--- src/rtl/mstore_pkg.sv ---
package mstore_pkg;
    typedef enum logic [1:0] {
        FMT_WIDE   = 2'd0,
        FMT_NARROW = 2'd1,
        FMT_CMP32  = 2'd2,
        FMT_BAD    = 2'd3
    } fmt_e;

    typedef enum logic [1:0] {
        ST_IDLE  = 2'd0,
        ST_STORE = 2'd1,
        ST_FIN   = 2'd2
    } seq_state_e;
endpackage

--- src/rtl/mstore_lowbit.sv ---
module mstore_lowbit #(
    parameter int N    = 16,
    localparam int IW  = $clog2(N)
) (
    input  logic [N-1:0]  vec_i,
    output logic [IW-1:0] idx_o,
    output logic          any_o
);
    logic [N:0]   seen;
    logic [N-1:0] first;

    assign seen[0] = 1'b0;
    for (genvar g = 0; g < N; g++) begin : g_chain
        assign first[g]  = vec_i[g] & ~seen[g];
        assign seen[g+1] = seen[g] | vec_i[g];
    end

    always_comb begin
        idx_o = '0;
        for (int i = 0; i < N; i++) begin
            if (first[i]) idx_o = idx_o | IW'(i);
        end
    end

    assign any_o = seen[N];
endmodule

--- src/rtl/mstore_decode.sv ---
module mstore_decode
    import mstore_pkg::*;
#(
    parameter int NREG  = 16,
    localparam int IW   = $clog2(NREG),
    localparam int CW   = IW + 1
) (
    input  logic [1:0]      fmt_i,
    input  logic [31:0]     insn_i,
    output logic [NREG-1:0] set_o,
    output logic [IW-1:0]   base_o,
    output logic            wb_o,
    output logic [CW-1:0]   cnt_o,
    output logic            bad_o
);
    localparam int SP_BIT = NREG - 3;
    localparam int PC_BIT = NREG - 1;

    always_comb begin
        set_o  = '0;
        base_o = '0;
        wb_o   = 1'b0;
        unique case (fmt_e'(fmt_i))
            FMT_WIDE: begin
                set_o  = insn_i[NREG-1:0];
                base_o = insn_i[16 +: IW];
                wb_o   = insn_i[21];
            end
            FMT_NARROW: begin
                set_o  = NREG'(insn_i[7:0]);
                base_o = IW'(insn_i[10:8]);
                wb_o   = 1'b1;
            end
            FMT_CMP32: begin
                set_o  = {insn_i[15], insn_i[14], insn_i[13], insn_i[12:0]};
                base_o = insn_i[16 +: IW];
                wb_o   = insn_i[21];
            end
            default: ;
        endcase
    end

    always_comb begin
        cnt_o = '0;
        for (int i = 0; i < NREG; i++) cnt_o = cnt_o + CW'(set_o[i]);
    end

    always_comb begin
        bad_o = (cnt_o == '0) || (base_o == IW'(PC_BIT)) || (fmt_e'(fmt_i) == FMT_BAD);
        if (fmt_e'(fmt_i) == FMT_CMP32) begin
            if (cnt_o < CW'(2) || set_o[SP_BIT] || set_o[PC_BIT] || (wb_o && set_o[base_o]))
                bad_o = 1'b1;
        end
    end
endmodule

--- src/rtl/mstore_seq.sv ---
module mstore_seq
    import mstore_pkg::*;
#(
    parameter int XLEN  = 32,
    parameter int NREG  = 16,
    localparam int IW   = $clog2(NREG),
    localparam int CW   = IW + 1,
    localparam int STEP = XLEN / 8
) (
    input  logic            clk,
    input  logic            rst_n,
    input  logic            start_i,
    input  logic [1:0]      fmt_i,
    input  logic [31:0]     insn_i,
    input  logic [XLEN-1:0] base_val_i,
    input  logic [XLEN-1:0] pc_store_i,
    output logic [IW-1:0]   rf_rd_idx_o,
    input  logic [XLEN-1:0] rf_rd_data_i,
    output logic            mem_valid_o,
    output logic [XLEN-1:0] mem_addr_o,
    output logic [XLEN-1:0] mem_wdata_o,
    input  logic            mem_ready_i,
    output logic            busy_o,
    output logic            done_o,
    output logic            wb_en_o,
    output logic [IW-1:0]   wb_idx_o,
    output logic [XLEN-1:0] wb_data_o,
    output logic            undef_o
);
    typedef struct packed {
        seq_state_e      st;
        logic [NREG-1:0] mask;
        logic [XLEN-1:0] addr;
        logic [XLEN-1:0] base;
        logic [IW-1:0]   bidx;
        logic [IW-1:0]   low;
        logic            wb;
        logic [CW-1:0]   cnt;
        logic            undef;
    } ctx_t;

    ctx_t c_d, c_q;

    logic [NREG-1:0] dec_set;
    logic [IW-1:0]   dec_base, dec_low, cur_idx;
    logic            dec_wb, dec_bad, dec_any, cur_any;
    logic [CW-1:0]   dec_cnt;
    logic            last_w;

    mstore_decode #(.NREG(NREG)) i_dec (
        .fmt_i (fmt_i),
        .insn_i(insn_i),
        .set_o (dec_set),
        .base_o(dec_base),
        .wb_o  (dec_wb),
        .cnt_o (dec_cnt),
        .bad_o (dec_bad)
    );

    mstore_lowbit #(.N(NREG)) i_low_dec (
        .vec_i(dec_set),
        .idx_o(dec_low),
        .any_o(dec_any)
    );

    mstore_lowbit #(.N(NREG)) i_low_cur (
        .vec_i(c_q.mask),
        .idx_o(cur_idx),
        .any_o(cur_any)
    );

    assign last_w = (c_q.mask & (c_q.mask - NREG'(1))) == '0;

    always_comb begin
        c_d       = c_q;
        c_d.undef = 1'b0;
        unique case (c_q.st)
            ST_IDLE: begin
                if (start_i) begin
                    if (dec_bad || !dec_any) begin
                        c_d.undef = 1'b1;
                    end else begin
                        c_d.st   = ST_STORE;
                        c_d.mask = dec_set;
                        c_d.addr = base_val_i;
                        c_d.base = base_val_i;
                        c_d.bidx = dec_base;
                        c_d.low  = dec_low;
                        c_d.wb   = dec_wb;
                        c_d.cnt  = dec_cnt;
                    end
                end
            end
            ST_STORE: begin
                if (mem_ready_i) begin
                    c_d.mask = c_q.mask & (c_q.mask - NREG'(1));
                    c_d.addr = c_q.addr + XLEN'(STEP);
                    if (last_w) c_d.st = ST_FIN;
                end
            end
            ST_FIN:  c_d.st = ST_IDLE;
            default: c_d.st = ST_IDLE;
        endcase
    end

    always_ff @(posedge clk or negedge rst_n) begin
        if (!rst_n) begin
            c_q    <= '0;
            c_q.st <= ST_IDLE;
        end else begin
            c_q    <= c_d;
        end
    end

    always_comb begin
        mem_wdata_o = rf_rd_data_i;
        if (cur_idx == IW'(NREG - 1))
            mem_wdata_o = pc_store_i;
        else if (c_q.wb && cur_idx == c_q.bidx && cur_idx != c_q.low)
            mem_wdata_o = '0;
    end

    assign rf_rd_idx_o = cur_idx;
    assign mem_valid_o = (c_q.st == ST_STORE) && cur_any;
    assign mem_addr_o  = c_q.addr;
    assign busy_o      = (c_q.st != ST_IDLE);
    assign done_o      = (c_q.st == ST_FIN);
    assign wb_en_o     = done_o && c_q.wb;
    assign wb_idx_o    = c_q.bidx;
    assign wb_data_o   = c_q.base + XLEN'(c_q.cnt) * XLEN'(STEP);
    assign undef_o     = c_q.undef;

    // accepted non-final store is followed by the next word address
    a_r1_addr_step: assert property (@(posedge clk) disable iff (!rst_n)
        mem_valid_o && mem_ready_i && !last_w |=>
            mem_valid_o && mem_addr_o == $past(mem_addr_o) + XLEN'(STEP));

    // final acceptance leads to completion, writeback one word above last address
    a_r2_wb_after_last: assert property (@(posedge clk) disable iff (!rst_n)
        mem_valid_o && mem_ready_i && last_w |=>
            done_o && !mem_valid_o && (!wb_en_o || wb_data_o == $past(mem_addr_o) + XLEN'(STEP)));

    // register 15 is always the final store
    a_r6_pc_last: assert property (@(posedge clk) disable iff (!rst_n)
        mem_valid_o && mem_ready_i && rf_rd_idx_o == IW'(NREG - 1) |=> !mem_valid_o && done_o);

    // undefined pulse never coincides with traffic, and lasts one cycle
    a_r8_undef_quiet: assert property (@(posedge clk) disable iff (!rst_n)
        undef_o |-> !mem_valid_o && !wb_en_o && !done_o && !busy_o);
    a_r8_undef_pulse: assert property (@(posedge clk) disable iff (!rst_n)
        undef_o |=> !undef_o);

    // a stalled request holds
    a_r9_hold: assert property (@(posedge clk) disable iff (!rst_n)
        mem_valid_o && !mem_ready_i |=>
            mem_valid_o && $stable(mem_addr_o) && $stable(rf_rd_idx_o));

    // start while busy does not restart the walk
    a_r10_no_restart: assert property (@(posedge clk) disable iff (!rst_n)
        busy_o && !done_o && mem_valid_o && !mem_ready_i |=> $stable(mem_addr_o));
endmodule

--- config.mk ---
export PLATFORM = sky130hd
export DESIGN_NAME = mstore_seq
export DESIGN_NICKNAME = d
export VERILOG_FILES = /design/src/rtl/mstore_pkg.sv /design/src/rtl/mstore_lowbit.sv /design/src/rtl/mstore_decode.sv /design/src/rtl/mstore_seq.sv
export SDC_FILE = /design/constraint.sdc
export NUM_CORES = 1
export LEC_CHECK = 0
export BUFFER_PORTS_ARGS = -buffer_cell sky130_fd_sc_hd__buf_2
export CAP_MARGIN = 10
export CORE_AREA = 5 5 140 195
export CTS_BUF_LIST = sky130_fd_sc_hd__clkbuf_8 sky130_fd_sc_hd__clkbuf_16
export DETAILED_ROUTE_END_ITERATION = 7
export DIE_AREA = 0 0 145 200
export GPL_ROUTABILITY_DRIVEN = 0
export GPL_TIMING_DRIVEN = 0
export PLACE_DENSITY = 0.59
export REMOVE_ABC_BUFFERS = 1
export SLEW_MARGIN = 10
export SYNTH_ARGS = -nofsm -noshare
export SYNTH_HDL_FRONTEND = slang
export SYNTH_SLANG_ARGS = --single-unit
--- constraint.sdc ---
create_clock -name clk -period 4.3 [get_ports clk]
set_clock_uncertainty 0.2 [all_clocks]
set_input_delay 0.43 -clock clk [delete_from_list [all_inputs] [get_ports clk]]
set_output_delay 0.43 -clock clk [all_outputs]
set_load 0.05 [all_outputs]
-- After elaboration in Yosys (flattened, before gate mapping)
Index checks and enable logic that the tools add are counted.
- output and inout port bits: 109
- bits in latches: 0
- memories kept: 0
- word-level logic and storage cells: 203
- ROM bits: 0
- input port bits: 134
- bits in registers: 97
- RAM bits: 0
- shift-type cells: 0
- equal/unequal tests: 13
- add/sub/neg operators: 18
- bitwise logic cells: 92
- multiply operators: 0
- order comparisons: 2
- reductions and logical operators: 22
- muxes and demuxes: 47
- div/mod/pow operators: 0
- operators by type and width (operator ; count):
    $mux W97 ; 1
    $mux W96 ; 1
    $pmux W48 S2 ; 1
    $add A5 B1 Y5 ; 14
    $mux W32 ; 2
    $mux W4 ; 16
    $mux W50 ; 1
    $add A32 B3 Y32 const B ; 1
    $add A32 B7 Y32 ; 1
    $pmux W16 S2 ; 1
    $not A1 Y1 ; 31
    $and A1 B1 Y1 ; 30
    $or A1 B1 Y1 ; 30
    $mux W3 ; 8
    $and A16 B16 Y16 ; 1
    $logic_not A16 Y1 ; 1
    $sub A16 B1 Y16 const B ; 1
    $mux W2 ; 5
    $eq A4 B4 Y1 const B ; 2
    $ne A2 B2 Y1 const B ; 4
    $pmux W4 S2 ; 1
    $reduce_and A4 Y1 ; 2
    $mux W1 ; 7
    $eq A2 B2 Y1 const B ; 3
    other kinds (17) ; 29

-- Depth between registers and ports, before layout
Gate-level depths: netlist (run 1).
- depth in word-level cells: 28
- depth in mapped cells: 26
- mapped depth without buffers: 21

-- Hierarchy
Synthesis (run 1) repeated with hierarchy kept, for this count alone.
- cells, all modules: 899
- area total of the unflattened synthesis: 7303.3 sq um
- modules (own cells, without submodules) (module ; cells each ; seq. area each (sq um) ; area each (sq um) ; instances):
    mstore_seq ; 726 ; 2427.3 ; 6053.3 ; 1
    mstore_decode ; 107 ; 0.0 ; 802.0 ; 1
    mstore_lowbit ; 33 ; 0.0 ; 224.0 ; 2

-- Worst setup path before layout (run 1)
OpenSTA, ideal clock, no wires.
- path kind: input -> register
- start: in fmt_i[0]
- end: reg c_q[39] (netlist name)
- path buffers: 4
- cell stages on the path: 22
- setup time: 0.125 ns
- path slack: -1.890 ns
- data required time: 3.975 ns
- arrival time: 5.865 ns
- cells stage by stage: buf_2 buf_1 nand2_1 nand2_1 inv_1 ha_1 inv_1 fa_1 fa_1 fa_1 inv_1 fa_1 inv_1 fa_1 nand3b_1 and3b_1 o221ai_1 nand2_1 nor3_1 buf_2 buf_2 mux2_2
- cells in the longest elaborated chain, start to end: 27
- elaborated cells on any way between the ends: 55
- those cells by class: add/sub (15); order compare (1); eq/ne (4); mux (7); bitwise (16); reduce/logical (12)
- RTL lines (what ; RTL line ; RTL):
    start: declaration ; mstore_seq.sv:13 ; input logic [1:0] fmt_i,
    $eq A2 B2 Y1 or $logic_not A2 Y1 (tied branches) ; mstore_decode.sv:23, mstore_decode.sv:50 ;
    $reduce_or A2 Y1 (no line) ; -- ;
    $pmux W16 S2 ; mstore_decode.sv:23 ; unique case (fmt_e'(fmt_i))
    $add A1 B1 Y2 ; mstore_decode.sv:45 ; for (int i = 0; i < NREG; i++) cnt_o = cnt_o + CW'(set_o[i]);
    $add A5 B1 Y5 (14 in a row) ; mstore_decode.sv:45 ;
    $lt A5 B2 Y1 ; mstore_decode.sv:51 ; if (cnt_o < CW'(2) || set_o[SP_BIT] || set_o[PC_BIT] || (wb_o && set_o[base_o]))
    $logic_or A1 B1 Y1 (3 in a row) ; mstore_decode.sv:51 ;
    $mux W1 ; mstore_decode.sv:51 ;
    $mux W1 ; mstore_decode.sv:50 ; if (fmt_e'(fmt_i) == FMT_CMP32) begin
    $logic_or A1 B1 Y1 * ; mstore_seq.sv:80 ; if (dec_bad || !dec_any) begin
    $not A1 Y1 (no line) * ; -- ;
    $reduce_and A3 Y1 (no line) * ; -- ;
    end: declaration ; mstore_seq.sv:42 ; ctx_t c_d, c_q;
Mark *: on every way between the ends. The rest lies on a longest branch, timed or not. The select of a mux whose other input is x is not followed.
A chain may end at the register's enable or synchronous reset.

-- Worst setup path after layout (run 1)
- start: in fmt_i[0]
- end: reg c_q[46] (netlist name)
- cells in the longest elaborated chain, start to end: 27
- elaborated cells on any way between the ends: 55
- those cells by class: add/sub (15); order compare (1); eq/ne (4); mux (7); bitwise (16); reduce/logical (12)
- RTL lines (what ; RTL line ; RTL):
    $eq A2 B2 Y1 or $logic_not A2 Y1 (tied branches) ; mstore_decode.sv:23 ;
    $reduce_or A2 Y1 (no line) ; -- ;
    $pmux W16 S2 * ; mstore_decode.sv:23 ;
    $add A1 B1 Y2 ; mstore_decode.sv:45 ;
    $add A5 B1 Y5 (13 in a row) ; mstore_decode.sv:45 ;
    $add A5 B1 Y5 * ; mstore_decode.sv:45 ;
    named net dec_cnt[1] ; mstore_seq.sv:47 ; logic [CW-1:0] dec_cnt;
    $lt A5 B2 Y1 ; mstore_decode.sv:51 ;
    $logic_or A1 B1 Y1 (3 in a row) ; mstore_decode.sv:51 ;
    $mux W1 ; mstore_decode.sv:51 ;
    $mux W1 * ; mstore_decode.sv:50 ;
    $logic_or A1 B1 Y1 * ; mstore_seq.sv:80 ;
    $not A1 Y1 (no line) * ; -- ;
    $reduce_and A3 Y1 (no line) * ; -- ;
The timed path passes the listed nets; every way through them passes the cells marked *. The select of a mux whose other input is x is not followed.

==> results of run 1 <==
-- metal layers --
metal | track usage, % | part of all wire, % | wire length, um | vias to the layer above
met5 | 0 | 0 | 0 | -
met4 | 6.14 | 2.7 | 710 | 0
met3 | 3.05 | 4.6 | 1220 | 50
met2 | 30.5 | 53 | 13900 | 261
met1 | 20.7 | 40 | 10400 | 3623
li1 | - | - | - | 3623
-- per-stage QoR --
step | hold WS, ns | TNS (ns)
6_report | 0.0883 | -60.85
5_1_grt | 0.0927 | -75.52
4_1_cts | 0.0735 | -58.55
3_5_place_dp | 0.186 | -241.45
3_3_place_gp | 0.258 | -641.30
2_1_floorplan | -0.0656 | -333.18
-- Yosys cell counts, drive strengths merged (11+ instances only) --
cell type | number | share of area, %
nand2 | 154 | 7.8
inv | 31 | 1.6
nor2 | 62 | 3.1
xnor2 | 18 | 2.1
clkbuf | 30 | 1.5
and3 | 16 | 1.3
dfrtp | 97 | 33
ha | 13 | 2.2
o21ai | 54 | 3.6
nor4 | 13 | 1.3
a21oi | 67 | 6.0
a31oi | 12 | 1.0
nor3 | 17 | 1.1
mux2 | 32 | 4.8
fa | 11 | 3.0
nand3 | 29 | 2.0
xor2 | 16 | 1.9
nand4 | 11 | 0.93
buf | 56 | 5.4
nor2b | 12 | 1.0
-- path summary, 6_finish.rpt --
check / slack, ns / endpoint / start / depth (start not counted)
min reg2reg: 0.27 / c_q[16] / c_q[16] / 2
min: 0.09 / c_q[16] / base_val_i[1] / 3
max reg2reg: 0.86 / mem_addr_o[6] / c_q[95] / 5
max in group asynchronous: 2.90 / c_q[92] / rst_n / 3
max: -0.78 / c_q[46] / fmt_i[0] / 24
min in group asynchronous: 0.37 / c_q[22] / rst_n / 2
-- cell families after synthesis --
group	after synthesis	synth area share [%]
AO/OA/AOI/OAI	229	21.6
multiplexers	37	5.69
flip-flops	97	32.6
AND/OR/NAND/NOR	353	22.5
buffers and inverters	118	8.50
adder cells (fa/ha/maj)	24	5.15
XOR/XNOR	34	4.01
-- sequential cells by signal, indices dropped and copies added, names as in the netlist --
register	flops
undef_o	1
wb_idx_o	4
c_q	60
mem_addr_o	32
-- worst register-to-register path: cells and delay by family, from the launching register on --
family / cells / cell delay, ns
AO/OA/AOI/OAI: 2 / 0.27
flip-flops: 1 / 0.59
AND/OR/NAND/NOR: 3 / 2.27
-- cell type report --
| cell class | instances | area share [%] |
|---|---|---|
| clock buffers | 9 | 2.22 |
| clock inverters | 7 | 0.517 |
| inverters | 32 | 1.24 |
| multi-input cells | 679 | 47.4 |
| flip-flops and latches | 97 | 23.9 |
| well taps | 319 | 3.93 |
| repair buffers | 298 | 20.8 |
-- power groups by stage --
stage | Combinational, mW | Sequential (mW) | Clock (mW)
after global routing | 6.23 | 1.88 | 0.836
after floorplan | 3.09 | 2.12 | 0
after detailed placement | 5.10 | 1.80 | 0
after global placement | 4.65 | 1.76 | 0
after CTS | 5.64 | 1.79 | 0.810
final | 5.84 | 1.81 | 0.778
-- repair_timing --
action / CTS / global route
pin swaps: 29 / 16
setup endpoints to repair: 129 / 108
cloned: 7 / 5
resized for setup: 100 / 59
setup buffers: 32 / 11
hold buffers: 1 / 0
hold endpoints to repair: 44 / 0
==> results.json, run 1 <==
{
  "netlist_area_sq_mm": 0.00743,
  "rsz0062_at_grt": "true",
  "die_w_um": 145,
  "cts-htree-levels": 3,
  "num_rows": 69,
  "hpwl_mm": 18.9,
  "required_ns": 4.34,
  "grt_usage_pct": 17.1,
  "placedInstanceArea_sq_mm": 0.00875,
  "finalSetupViolations": 96,
  "cts_tree": "built",
  "ant_nets": 0,
  "clkPwrFrac_pct": 9.2,
  "drc_errors": 0,
  "syn_avg_cell_area_sq_um": 8.33,
  "root_buffer": "clkbuf_16",
  "worst-path-buf-inv": 10,
  "post-route-cell-area_sq_mm": 0.0102,
  "layout_min_cycle_time_ns": 5.08,
  "synth-seq-area-share_pct": 32.6,
  "die_h_um": 200,
  "layout_commonest_cell": "buf_2",
  "hold_violations": 0,
  "async_flop_share_pct": 100,
  "path_common_cell": "fa_1",
  "worstMarginPinSlew_ns": 1.07,
  "cts_buffers": 9,
  "critical-path-max-stage-delay_ns": 0.49,
  "synthDistinctLibCells": 73,
  "cp-start-kind": "primary input",
  "slew_viol_final": 0,
  "area_growth_pct": 36.7,
  "slew_headroom_pct": 28.8,
  "grt_first_pass_wirelength_mm": 40.4,
  "die_area_sq_mm": 0.0290,
  "n_antenna_cell": 0,
  "worst-path-max-fanout": 7,
  "ir_drop_mv": 0.513,
  "clockBufferDepth": 2,
  "crit_slowest_cell": "fa_1",
  "multi_input_area_sq_mm": 0.00481,
  "grt_pass1_vias": 7471,
  "end_kind": "register",
  "dp_slack_ns": -2.78,
  "pwr-share-seq_pct": 21.4,
  "num_vias": 7557,
  "max_freq_ghz": 0.197,
  "drtIter0Drc": 497,
  "fin_ws_ns": -0.782,
  "violations": "setup timing",
  "routed_wl_mm": 26.3,
  "dp_cells": 1373,
  "intPower_mw": 3.69,
  "ys_warn_count": 0,
  "insertion_delay_ns": 0.36,
  "synth_edf_count": 0,
  "globalRoute.totalOverflow": 0,
  "power.density_mw_per_mm2": 829,
  "layout.nets": 1275,
  "path_delay_family": "adder cells",
  "fillers": 2545,
  "seqCellArea_sq_mm": 0.00243,
  "final_cells": 1441,
  "port_buffers": 231,
  "share_comb_of_total_power_pct": 69.3,
  "vias_per_cell": 5.24,
  "final_core_util_pct": 40.2,
  "clock_sinks": 97,
  "core_sq_mm": 0.0253,
  "cp_data_arrival_time_ns": 5.12,
  "synth_ff_type": "dfrtp_1",
  "min_path_type": "in -> reg",
  "drtPass1Iterations": 5,
  "syn_inst": 892,
  "ys_seq_elements": 97,
  "detail_route.wl_per_cell_um": 18.2,
  "switching_share_pct": 56.2,
  "drive_gt1_share_pct": 40.5,
  "total_power_mw": 8.43,
  "start_util_pct": 29.4,
  "path_clk_slew_ns": 0.07,
  "maxCapViolations": 0,
  "post-route-period-util_pct": 118,
  "p_leak_nw": 4.58,
  "ios": 243,
  "crit_chain": "buf_12, nand2_8, nand2_4, inv_4, ha_4, inv_2, fa_1, fa_1, fa_1, inv_1, fa_1, inv_2, fa_2, inv_2, fa_2, nor2_4, o221ai_4, nand2_4, nor3_4, buf_6, buf_12, buf_8, buf_8, mux2_4",
  "switching_power_mw": 4.74,
  "worstSetupPathType": "in -> reg",
  "status": "finished, violations left",
  "antenna_found_initial": 0,
  "layout_common_cells": "buf_2 (228), nand2_1 (141), dfrtp_1 (97), nor2_1 (60), a21oi_2 (37)",
  "grt_max_degree": 54
}
Note: power is estimated with default switching activity, not from simulation.
==> run 2, diff against run 1 <==
--- a/config.mk
+++ b/config.mk
@@ -7,15 +7,16 @@
 export LEC_CHECK = 0
 export BUFFER_PORTS_ARGS = -buffer_cell sky130_fd_sc_hd__buf_2
 export CAP_MARGIN = 10
-export CORE_AREA = 5 5 140 195
+export CORE_AREA = 2 2 146 176
 export CTS_BUF_LIST = sky130_fd_sc_hd__clkbuf_8 sky130_fd_sc_hd__clkbuf_16
 export DETAILED_ROUTE_END_ITERATION = 7
-export DIE_AREA = 0 0 145 200
+export DIE_AREA = 0 0 148 178
 export GPL_ROUTABILITY_DRIVEN = 0
 export GPL_TIMING_DRIVEN = 0
-export PLACE_DENSITY = 0.59
+export PLACE_DENSITY = 0.6
 export REMOVE_ABC_BUFFERS = 1
 export SLEW_MARGIN = 10
 export SYNTH_ARGS = -nofsm -noshare
 export SYNTH_HDL_FRONTEND = slang
+export SYNTH_HIERARCHICAL = 1
 export SYNTH_SLANG_ARGS = --single-unit
==> run 2 against run 1 <==
Against the previous run:
- the run still ends with setup timing left
- synthesized area down 1.8%
- hold slack improved by 0.0034 ns
- non-clock buffer count rose by 4
- flip-flop and latch count is the same
- setup slack got worse by 0.52 ns
- first-iteration DRC count shrank 22%
- maximum frequency is 9.2% lower
- critical path depth rose by 2
- count of clock-buffer cells in the layout is 4 higher
- cell area rose by 2.8%
- cell count increased by 2.4%
- largest cell class unchanged
==> results.json, run 2 <==
{
  "die_area_sq_mm": 0.0263,
  "slew_headroom_pct": 24.6,
  "vias_per_cell": 5.14,
  "grt_usage_pct": 18.8,
  "ys_seq_elements": 97,
  "synth_ff_type": "dfrtp_1",
  "grt_first_pass_wirelength_mm": 39.2,
  "grt_use_met2_pct": 32.7,
  "status": "finished, violations left",
  "cp-start-kind": "primary input",
  "worstMarginPinSlew_ns": 1.13,
  "synth_area_leaders": "dfrtp_1 (33%), nand2_1 (11%), a22o_1 (5.6%)",
  "hold_start": "base_val_i[0]",
  "core_sq_mm": 0.0246,
  "grt_pass1_vias": 7018,
  "layout_commonest_cell": "buf_2",
  "max_freq_ghz": 0.179,
  "synth.largest_area_cell": "dfrtp_1",
  "globalRoute.totalOverflow": 0,
  "ant_nets": 0,
  "violations": "setup timing",
  "netlist_area_sq_mm": 0.00730,
  "hold-path-cell-count": 3,
  "num_rows": 63,
  "synthTopCellsByCount": "nand2_1 (208), dfrtp_1 (97), nor2_1 (56)",
  "root_buffer": "clkbuf_16",
  "worst_hold_slack_ns": 0.0917,
  "synth_edf_count": 0,
  "reg2reg_from": "mem_addr_o[3]",
  "layout_common_cells": "buf_2 (228), nand2_1 (132), dfrtp_1 (97), nand2_2 (59), nor2_1 (53)",
  "synth_top_area_share_pct": 33.2,
  "top_register": "c_q",
  "finalSetupViolations": 96,
  "cts_tree": "built",
  "start_util_pct": 29.7,
  "r2r_cells": 7,
  "crit_slowest_cell": "fa_1",
  "use_met3_pct": 2.02,
  "synthDistinctLibCells": 67,
  "hold_violations": 0,
  "ios": 243,
  "slew_viol_final": 0,
  "dp_cells": 1389,
  "drc_errors": 0,
  "required_ns": 4.40,
  "ys_warn_count": 6,
  "worst-path-buf-inv": 9,
  "clockBufferDepth": 2,
  "path_common_cell": "fa_1",
  "async_flop_share_pct": 100,
  "post-route-period-util_pct": 130,
  "worstSetupPathType": "in -> reg",
  "insertion_delay_ns": 0.36,
  "clock_sinks": 97,
  "maxCapViolations": 0,
  "die_h_um": 178,
  "cts-htree-levels": 3,
  "r2r-end": "mem_addr_o[22]",
  "port_buffers": 231,
  "cts_buffers": 9,
  "layout_min_cycle_time_ns": 5.60,
  "num_vias": 7591,
  "cp_data_arrival_time_ns": 5.70,
  "routed_wl_mm": 26.3,
  "die_w_um": 148,
  "worstHoldEndpoint": "c_q[15]",
  "layout.nets": 1302,
  "yosysMostFrequentCell": "nand2_1",
  "r2r_setup_slack_ns": 1.37,
  "synth-seq-area-share_pct": 33.2,
  "syn_avg_cell_area_sq_um": 8.12,
  "busiest_layer": "met2",
  "critical-path-max-stage-delay_ns": 0.51,
  "final_cells": 1476,
  "drtIter0Drc": 388,
  "drive_gt1_share_pct": 41.5,
  "path_clk_slew_ns": 0.07,
  "drtPass1Iterations": 5,
  "end_kind": "register",
  "largest_reg_flops": 60,
  "worst-path-max-fanout": 8,
  "met1_usage_pct": 25.1,
  "grt_max_degree": 69,
  "rsz0062_at_grt": "true",
  "path_delay_family": "adder cells",
  "antenna_found_initial": 0,
  "area_growth_pct": 43.1,
  "detail_route.wl_per_cell_um": 17.8,
  "dp_slack_ns": -2.97,
  "syn_inst": 899,
  "hpwl_mm": 17.1,
  "fin_ws_ns": -1.30,
  "min_path_type": "in -> reg"
}
-- run 2: changes by cell type in the layout (fill, tap and decap cells not counted), sizes merged, moves of 12 or more --
cell and delta:
nand2 +58, a22o +45, a21oi -37, mux2 -28, inv +12
-- run 2: how the worst max path moves through the flow --
stage	start	to	slack, ns	depth (start not counted)
after floorplan	fmt_i[1]	mem_addr_o[25]	-2.87	20
after global placement	fmt_i[0]	mem_addr_o[9]	-5.67	21
after detailed placement	fmt_i[0]	wb_idx_o[3]	-2.97	23
after CTS	fmt_i[0]	mem_addr_o[12]	-1.21	23
after global routing	fmt_i[0]	mem_addr_o[4]	-1.49	25
final	fmt_i[0]	c_q[21]	-1.30	26
-- run 2: cell type report --
| type | count | area, sq um |
|---|---|---|
| Clock buffer | 13 | 280 |
| Timing Repair Buffer | 302 | 2190 |
| Fill cell | 2450 | 14100 |
| Sequential cell | 97 | 2430 |
| Clock inverter | 2 | 12.5 |
| Inverter | 47 | 181 |
| Tap cell | 325 | 407 |
| Antenna cell | 1 | 2.50 |
| Multi-Input combinational cell | 689 | 4940 |
-- run 2: stage by stage --
step	instance area (sq um)	utilization, %	TNS (ns)
after floorplan	6880	-	-273.64
after global placement	8450	34.3	-513.82
after detailed placement	8610	35.0	-245.04
after CTS	10100	41.1	-106.41
after global routing	10400	42.5	-128.49
final	10400	42.5	-114.44
-- run 2: cells by family (layout without fill, tap and decap cells) --
kind of cell | Yosys count | in the layout | share of synthesized area [%]
multiplexers | 11 | 11 | 1.75
other | 0 | 1 | 0
adder cells (fa/ha/maj) | 23 | 23 | 5.04
AND/OR/NAND/NOR | 415 | 417 | 28.2
XOR/XNOR | 38 | 38 | 4.56
flip-flops | 97 | 97 | 33.2
AO/OA/AOI/OAI | 197 | 200 | 19.0
buffers and inverters | 118 | 364 | 8.17
-- run 2: tightest hold or removal path: stages --
cell and delay (ns):
buf_2 0.08, nand2_2 0.05, nand2_2 0.06
-- run 2: timing repair --
| item | CTS | global route |
|---|---|---|
| pin swaps | 89 | 48 |
| buffers inserted | 52 | 11 |
| cloned | 14 | 4 |
| hold buffers | 1 | 0 |
| gates resized for setup | 148 | 79 |
| hold endpoints to repair | 29 | 0 |
| endpoints found under the setup margin | 128 | 128 |
-- run 2: per-layer routing --
metal  vias to the layer above  routed length [um]  share of wire [%]
met5                         -                   0                  0
met4                         0                 370                1.4
met3                        25                1370                5.2
met2                       268               13500                 52
met1                      3670               11000                 42
li1                       3628                   -                  -
Power of run 2 is not shown: default switching activity piles up to over one toggle a cycle in this logic, so the estimate is an artifact.
